### config.mk
export PLATFORM = sky130hd
export DESIGN_NAME = gpreg_top
export DESIGN_NICKNAME = d
export VERILOG_FILES = /design/src/rtl/gpreg_pkg.sv /design/src/rtl/gpreg_decode.sv /design/src/rtl/gpreg_store.sv /design/src/rtl/gpreg_gpio.sv /design/src/rtl/gpreg_top.sv
export SDC_FILE = /design/constraint.sdc
export NUM_CORES = 1
export LEC_CHECK = 0
export BUFFER_PORTS_ARGS = -buffer_cell sky130_fd_sc_hd__buf_4
export CAP_MARGIN = 30
export CORE_UTILIZATION = 46
export DETAILED_ROUTE_END_ITERATION = 8
export PLACE_DENSITY_LB_ADDON = 0.05
export SYNTH_ARGS = -nofsm -noshare
export SYNTH_HDL_FRONTEND = slang
export SYNTH_SLANG_ARGS = --single-unit
### constraint.sdc
create_clock -name clk -period 3.84 [get_ports clk]
set_input_delay 0 -clock clk [delete_from_list [all_inputs] [get_ports clk]]
set_output_delay 0 -clock clk [all_outputs]
set_load 0.02 [all_outputs]
### src/rtl/gpreg_pkg.sv
package gpreg_pkg;
  localparam int OFS_W    = 6;
  localparam int REG_W    = 16;
  localparam int N_PLAIN  = 6;
  localparam int PWR_TRIG = 7;

  localparam logic [REG_W-1:0] STAT_VAL  = 16'h0002;
  localparam logic [REG_W-1:0] PWR_FORCE = 16'h8040;

  typedef enum logic [3:0] {
    SEL_NONE, SEL_CTRL, SEL_DIV, SEL_STAT, SEL_PWR, SEL_CLK,
    SEL_IREQ, SEL_IMSK, SEL_ISTS, SEL_DIR, SEL_LVL
  } reg_sel_e;

  // Selector of plain storage slot i.
  function automatic reg_sel_e plain_sel(input int idx);
    case (idx)
      0:       plain_sel = SEL_CTRL;
      1:       plain_sel = SEL_DIV;
      2:       plain_sel = SEL_CLK;
      3:       plain_sel = SEL_IREQ;
      4:       plain_sel = SEL_IMSK;
      default: plain_sel = SEL_ISTS;
    endcase
  endfunction
endpackage

### src/rtl/gpreg_decode.sv
module gpreg_decode
  import gpreg_pkg::*;
(
  input  logic [OFS_W-1:0] ofs,
  output reg_sel_e         sel
);
  always_comb begin
    case (ofs)
      6'h00:        sel = SEL_CTRL;
      6'h04:        sel = SEL_DIV;
      6'h08:        sel = SEL_STAT;
      6'h0C:        sel = SEL_PWR;
      6'h10:        sel = SEL_CLK;
      6'h14:        sel = SEL_IREQ;
      6'h18:        sel = SEL_IMSK;
      6'h1C:        sel = SEL_ISTS;
      6'h20:        sel = SEL_DIR;
      6'h24, 6'h28: sel = SEL_LVL;
      default:      sel = SEL_NONE;
    endcase
  end
endmodule

### src/rtl/gpreg_store.sv
module gpreg_store #(
  parameter int W = 16
) (
  input  logic         clk,
  input  logic         rst_n,
  input  logic         en,
  input  logic [W-1:0] d,
  output logic [W-1:0] q
);
  logic [W-1:0] q_nxt;

  always_comb q_nxt = en ? d : q;

  always_ff @(posedge clk or negedge rst_n) begin
    if (!rst_n) q <= '0;
    else        q <= q_nxt;
  end
endmodule

### src/rtl/gpreg_gpio.sv
module gpreg_gpio #(
  parameter int N = 16
) (
  input  logic         clk,
  input  logic         rst_n,
  input  logic         dir_we,
  input  logic         lvl_we,
  input  logic [N-1:0] wdata,
  input  logic [N-1:0] pins_in,
  output logic [N-1:0] dir_q,
  output logic [N-1:0] lvl_q,
  output logic [N-1:0] pins_out
);
  logic [N-1:0] pin_hist_q, pin_chg;
  logic [N-1:0] lvl_bus, lvl_nxt, dir_nxt, out_nxt;

  always_comb begin
    pin_chg = pins_in ^ pin_hist_q;
    lvl_bus = lvl_we ? (wdata & dir_q) : lvl_q;
    lvl_nxt = (lvl_bus & ~pin_chg) | (pins_in & pin_chg);
    dir_nxt = dir_we ? wdata : dir_q;
    out_nxt = (dir_we || lvl_we) ? (lvl_nxt & dir_nxt) : pins_out;
  end

  always_ff @(posedge clk or negedge rst_n) begin
    if (!rst_n) begin
      pin_hist_q <= '0;
      lvl_q      <= '0;
      dir_q      <= '0;
      pins_out   <= '0;
    end else begin
      pin_hist_q <= pins_in;
      lvl_q      <= lvl_nxt;
      dir_q      <= dir_nxt;
      pins_out   <= out_nxt;
    end
  end
endmodule

### src/rtl/gpreg_top.sv
module gpreg_top
  import gpreg_pkg::*;
#(
  parameter int ADDR_W = 12,
  parameter int BUS_W  = 32
) (
  input  logic              clk,
  input  logic              rst_n,
  input  logic              bus_wr,
  input  logic              bus_rd,
  input  logic [ADDR_W-1:0] bus_addr,
  input  logic [BUS_W-1:0]  bus_wdata,
  output logic [REG_W-1:0]  bus_rdata,
  input  logic [REG_W-1:0]  gpio_in,
  output logic [REG_W-1:0]  gpio_out
);
  reg_sel_e         sel;
  logic [REG_W-1:0] wd16, pwr_d, pwr_q, dir_q, lvl_q, rd_val, rdata_nxt;
  logic [REG_W-1:0] plain_q [N_PLAIN];
  logic             unused_hi;

  assign unused_hi = ^{bus_addr[ADDR_W-1:OFS_W], bus_wdata[BUS_W-1:REG_W]};
  assign wd16      = bus_wdata[REG_W-1:0];

  gpreg_decode u_dec (.ofs(bus_addr[OFS_W-1:0]), .sel(sel));

  for (genvar gi = 0; gi < N_PLAIN; gi++) begin : g_plain
    gpreg_store #(.W(REG_W)) u_reg (
      .clk(clk), .rst_n(rst_n),
      .en(bus_wr && (sel == plain_sel(gi))),
      .d(wd16), .q(plain_q[gi])
    );
  end

  always_comb pwr_d = wd16[PWR_TRIG] ? (wd16 | PWR_FORCE) : wd16;

  gpreg_store #(.W(REG_W)) u_pwr (
    .clk(clk), .rst_n(rst_n),
    .en(bus_wr && (sel == SEL_PWR)), .d(pwr_d), .q(pwr_q)
  );

  gpreg_gpio #(.N(REG_W)) u_gpio (
    .clk(clk), .rst_n(rst_n),
    .dir_we(bus_wr && (sel == SEL_DIR)),
    .lvl_we(bus_wr && (sel == SEL_LVL)),
    .wdata(wd16), .pins_in(gpio_in),
    .dir_q(dir_q), .lvl_q(lvl_q), .pins_out(gpio_out)
  );

  always_comb begin
    case (sel)
      SEL_CTRL: rd_val = plain_q[0];
      SEL_DIV:  rd_val = plain_q[1];
      SEL_CLK:  rd_val = plain_q[2];
      SEL_IREQ: rd_val = plain_q[3];
      SEL_IMSK: rd_val = plain_q[4];
      SEL_ISTS: rd_val = plain_q[5];
      SEL_STAT: rd_val = STAT_VAL;
      SEL_PWR:  rd_val = pwr_q;
      SEL_DIR:  rd_val = dir_q;
      SEL_LVL:  rd_val = lvl_q;
      default:  rd_val = '0;
    endcase
    rdata_nxt = bus_rd ? rd_val : bus_rdata;
  end

  always_ff @(posedge clk or negedge rst_n) begin
    if (!rst_n) bus_rdata <= '0;
    else        bus_rdata <= rdata_nxt;
  end
endmodule

## Word level (Yosys, flattened, before mapping)

Index checks and enable logic that the tools add are counted.

- Eq/ne operators: 20
- Multiplexer cells: 5
- Bitwise operators: 7
- Reductions and logical operators: 12

Operators with widths:

| operator | number |
|---|---|
| $pmux W16 S10 | 1 |
| $and A16 B16 Y16 | 4 |
| $mux W16 | 3 |
| $pmux W4 S10 | 1 |
| $eq A6 B5 Y1 const B | 4 |
| $eq A6 B6 Y1 const B | 3 |
| $eq A4 B3 Y1 const B | 4 |
| $not A16 Y16 | 1 |
| $or A16 B16 Y16 | 1 |
| $xor A16 B16 Y16 | 1 |
| $eq A4 B4 Y1 const B | 3 |
| $eq A6 B4 Y1 const B | 2 |
| $logic_and A1 B1 Y1 | 9 |
| $eq A4 B2 Y1 const B | 2 |
| $eq A6 B3 Y1 const B | 1 |
| $logic_not A6 Y1 | 1 |
| $eq A4 B1 Y1 const B | 1 |
| $reduce_or A2 Y1 | 1 |
| $logic_or A1 B1 Y1 | 1 |

- Register bits after elaboration: 192
- Input bits: 64
- Output and inout bits: 32
- Word-level logic and storage cells: 56

## Logic depth before layout (Yosys ltp)

- Word-level depth: 9
- Gate-level depth with buffers: 7
- Gate-level depth less buffers: 4

## Cells and area by module

From an unflattened synthesis, not the netlist that was laid out.

- Cells, all modules: 711
- Area, all modules: 9271.4 um^2

By module, submodules not included:

| module | times used | cells an instance | area an instance (um^2) | seq. area each (um^2) |
|---|---|---|---|---|
| gpreg_store | 7 | 34 | 649.4 | 400.4 |
| gpreg_gpio | 1 | 209 | 2667.6 | 1601.5 |
| gpreg_top | 1 | 254 | 1978.1 | 400.4 |
| gpreg_decode | 1 | 10 | 80.1 | 0.0 |

## Worst setup path after synthesis

No wires, ideal clock.

- Path kind: input to register
- Start: input bus_addr[2]
- End: register g_plain[2].u_reg.q[10]
- Setup time: 0.125 ns
- Arrival time: 1.507 ns
- Data required time: 3.715 ns
- Setup slack: 2.208 ns
- Stages on the path: 6
- Cells stage by stage: buf_2 or4_1 clkbuf_1 nor2_4 buf_4 mux2_2

- Cells in the longest elaborated chain, start to end: 5

RTL lines:

| item | RTL line | text |
|---|---|---|
| from (decl) | gpreg_top.sv:11 | `input logic [ADDR_W-1:0] bus_addr,` |
| $eq A6 B6 Y1 | gpreg_decode.sv:8 | `case (ofs)` |
| $reduce_or A2 Y1 | gpreg_decode.sv:8 |  |
| $pmux W4 S10 (*) | gpreg_decode.sv:8 |  |
| $eq A4 B3 Y1 (*) | gpreg_top.sv:30 | `.en(bus_wr && (sel == plain_sel(gi))),` |
| $logic_and A1 B1 Y1 (*) | gpreg_top.sv:30 |  |
| to (signal assigned) | gpreg_store.sv:16 | `else q <= q_nxt;` |
| to (decl) | gpreg_store.sv:8 | `output logic [W-1:0] q` |

Every way passes the cells marked *; elsewhere a longest branch is shown, timed or not.
A chain may end at the register's enable or synchronous reset.

## Worst setup path in the final report

- Start: input bus_addr[2]
- End: register g_plain[3].u_reg.q[3]

- Cells in the longest elaborated chain, start to end: 5

RTL lines:

| item | RTL line |
|---|---|
| $eq A6 B6 Y1 | gpreg_decode.sv:8 |
| $reduce_or A2 Y1 | gpreg_decode.sv:8 |
| $pmux W4 S10 (*) | gpreg_decode.sv:8 |
| $eq A4 B3 Y1 (*) | gpreg_top.sv:30 |
| $logic_and A1 B1 Y1 (*) | gpreg_top.sv:30 |
| to (signal assigned) | gpreg_store.sv:16 |
| to (decl) | gpreg_store.sv:8 |

Marked as above.

==> flow_summary.ini <==
[run_status]
status = completed

[setup_path]
worstSetupStartpointType = input pin
arrival_ns = 2.37
required_ns = 4.15
crit_type = input pin to flop
path_max_fanout = 27
crit_path_end_kind = flop

[route]
wl_per_cell_um = 21.7
drt_iter0_markers = 543
wl_um = 24200
route.detailed.drc = 0
vias_per_cell = 5.83
drt-pass1-iter-count = 5
via_count = 6505
ant_nets = 0

[global_routing]
grt_pass1_wl_um = 38200
grt_pass1_vias = 6544
grt.overflow.total = 0
grt_usage_pct = 25.5
antenna_found_initial = 0
grt_max_degree = 80

[sta]
report.final.slew_viol_count = 0
rsz0062_at_grt = false
fin_crit_ns = 2.06
period_share_pct = 53.6
hold_viol = 0
maxSlewHeadroom_pct = 34.8
fin_tns_setup_ns = 0
worst_pin_slew_ns = 0.978
finalClockSkew_ns = 0.00729
setup_viol = 0
max_freq_mhz = 486

[synthesis]
synth_edf_count = 0
synthTopCellsByArea = dfrtp_1 (53%), mux2_2 (11%), mux2i_1 (4.0%)
yosysSeqAreaShare_pct = 53.2
synthesis.nets = 820
yosysTopAreaCell = dfrtp_1
postSynthAreaPerCell_um2 = 11.9
syn_area_um2 = 9020
synth_cell_types = 51
synth_warnings = 0
synthCells = 756
synthDominantCellAreaShare_pct = 53.2
synthArstFlopShare_pct = 100
ys.flop_type = dfrtp_1
ys_seq_elements = 192

[power]
power_switching_w = 0.00123
p_leak_nw = 5.11
sw_frac_of_total_pct = 24.9
irDropWorstVdd_uv = 331
p_comb_share_pct = 12.3
internal_power_w = 0.00371
seq_power_share_pct = 47.8
power.density_nw_per_um2 = 453
power.share.clock_pct = 39.9

[place]
gp_congestion = 0.843
dp.final_hpwl_um = 16000
place_area_um2 = 9890
dpl.cell_count = 1050
io_buffers = 73

[floorplanning]
start_util_pct = 47.6
core-area_um2 = 19000
die_h_um = 142
rows = 50
die_w_um = 142
io_pins = 96
die_area_um2 = 20200

[job]
max_cap_viol_count = 0

[finish]
insertedDiodeCount = 0
n_fill_cell = 1566
areaGrowthSynthToFinish_pct = 20.7
nNetsFinal = 907
fin_cells = 1116
fin_area_um2 = 10900
drive_above_1_share_pct = 27.9

[cts]
cts_sinks = 192
cts_tree = done
cts_max_level = 4
clock_path_buffers = 2
post-cts-setup-buffer-count = 0
clk_pin_slew_ns = 0.07
cts-root-buf = clkbuf_16
clock_latency_ns = 0.43
cts_made_buffers = 17

[worst_hold_path]
hold_path.class = input pin to asynchronous set/reset pin
[logic make-up after synthesis]
kind of cell              after synthesis  share of synthesized area [%]
muxes                                 154                           18.7
buffers and inverters                  96                           4.46
xor gates and xnor gates                1                         0.0971
DFF                                   192                           53.2
and+or+nand+nor                       194                           12.5
AOI/OAI and AO/OA                     119                           10.9
[metrics by stage]
step | hold WS (ns) | util (%) | total power [W] | setup WS (ns)
5_1_grt | 0.145 | 57.5 | 0.00513 | 1.73
2_1_floorplan | -0.296 | - | 0.00272 | 2.21
3_3_place_gp | 0.124 | 51.8 | 0.00293 | 1.42
4_1_cts | 0.110 | 57.5 | 0.00497 | 1.81
3_5_place_dp | 0.00164 | 52.2 | 0.00297 | 1.37
6_report | 0.109 | 57.5 | 0.00494 | 1.78
[timing repair]
item | in CTS | in global routing
resized for setup | 0 | 0
hold buffers | 34 | 0
endpoints found under the setup margin | 0 | 0
hold endpoints to repair | 232 | 0
[power groups by stage]
stage | Clock [W] | Combinational, W | Sequential [W]
CTS | 0.00200 | 0.000607 | 0.00236
detailed placement | 0 | 0.000579 | 0.00240
global placement | 0 | 0.000550 | 0.00238
finish | 0.00197 | 0.000605 | 0.00236
floorplan | 0 | 0.000349 | 0.00237
global route | 0.00208 | 0.000667 | 0.00239
[flip-flops by register name, summed over array words and instances (netlist names)]
name               flops
g_plain.u_reg.q       96
bus_rdata             16
u_gpio.dir_q          16
u_gpio.lvl_q          16
u_gpio.pin_hist_q     16
u_gpio.pins_out       16
u_pwr.q               16
[cells in the mapped netlist (all sizes together), types with 2 or more instances]
cell type / instances
nor2: 22
a2111o: 4
inv: 38
a31oi: 28
a21oi: 14
dfrtp: 192
nand4: 9
nand2: 22
buf: 24
or3: 11
nand3b: 11
and3: 13
a311oi: 16
o211ai: 10
and3b: 8
nand3: 48
o41ai: 16
nor3: 7
clkbuf: 33
a211oi: 3
mux2: 118
mux2i: 36
a221o: 12
o21ai: 6
a31o: 3
o221ai: 3
nor4b: 2
nor2b: 34
[final cells by class]
| type | count | area [um2] | share of cell area (%) |
|---|---|---|---|
| clock buffer | 22 | 494 | 4.54 |
| sequential | 192 | 4800 | 44.1 |
| inverter | 39 | 146 | 1.34 |
| multi-input combinational | 468 | 3860 | 35.5 |
| timing repair buffer | 125 | 1090 | 10.0 |
| tap | 260 | 325 | 2.99 |
| clock inverter | 10 | 170 | 1.56 |
[path summary, 6_finish.rpt]
check | startpoint | endpoint | slack (ns) | cells after the start
setup / recovery | bus_addr[2] | g_plain[3].u_reg.q[3] | 1.78 | 4
setup reg to reg | g_plain[5].u_reg.q[13] | bus_rdata[13] | 2.17 | 4
hold / removal | rst_n | g_plain[4].u_reg.q[2] | 0.11 | 2
min in group clk | bus_addr[3] | bus_rdata[5] | 0.18 | 4
hold reg to reg | u_gpio.pins_out[5] | u_gpio.pins_out[5] | 0.49 | 2
max in group asynchronous | rst_n | g_plain[2].u_reg.q[14] | 2.61 | 4
[cells in the final DEF (no fill, tap or decap), types with 6 or more instances in the layout]
cell	synthesis	layout
a21oi_1	14	14
a221o_1	12	12
a311oi_1	16	16
a31oi_1	28	28
and3_1	13	13
and3b_1	8	8
buf_4	3	86
clkbuf_16	0	17
clkbuf_8	0	6
dfrtp_1	192	192
dlygate4sd3_1	0	34
inv_1	38	38
mux2_1	27	27
mux2_2	91	91
mux2i_1	36	36
nand2_1	22	22
nand3_1	47	47
nand3b_1	11	11
nand4_1	8	8
nor2_1	21	20
nor2b_1	34	34
nor3_1	6	6
o211ai_1	9	9
o21ai_0	6	6
o41ai_1	6	6
o41ai_2	10	10
or3_1	11	11
[worst max-delay path, cell delays in order]
cell	delay (ns)
buf_4	0.40
nor4b_4	0.62
and3_1	0.91
mux2_2	0.42
[layer usage]
| layer | GRT usage, % | up-vias | share of wire, % |
|---|---|---|---|
| met5 | 0 | - | 0 |
| met4 | 7.02 | 0 | 1.1 |
| met3 | 5.15 | 20 | 6.0 |
| met2 | 37.4 | 192 | 44 |
| met1 | 38.2 | 3342 | 49 |
| li1 | - | 2951 | - |
Note: power is estimated with default switching activity, not from simulation.
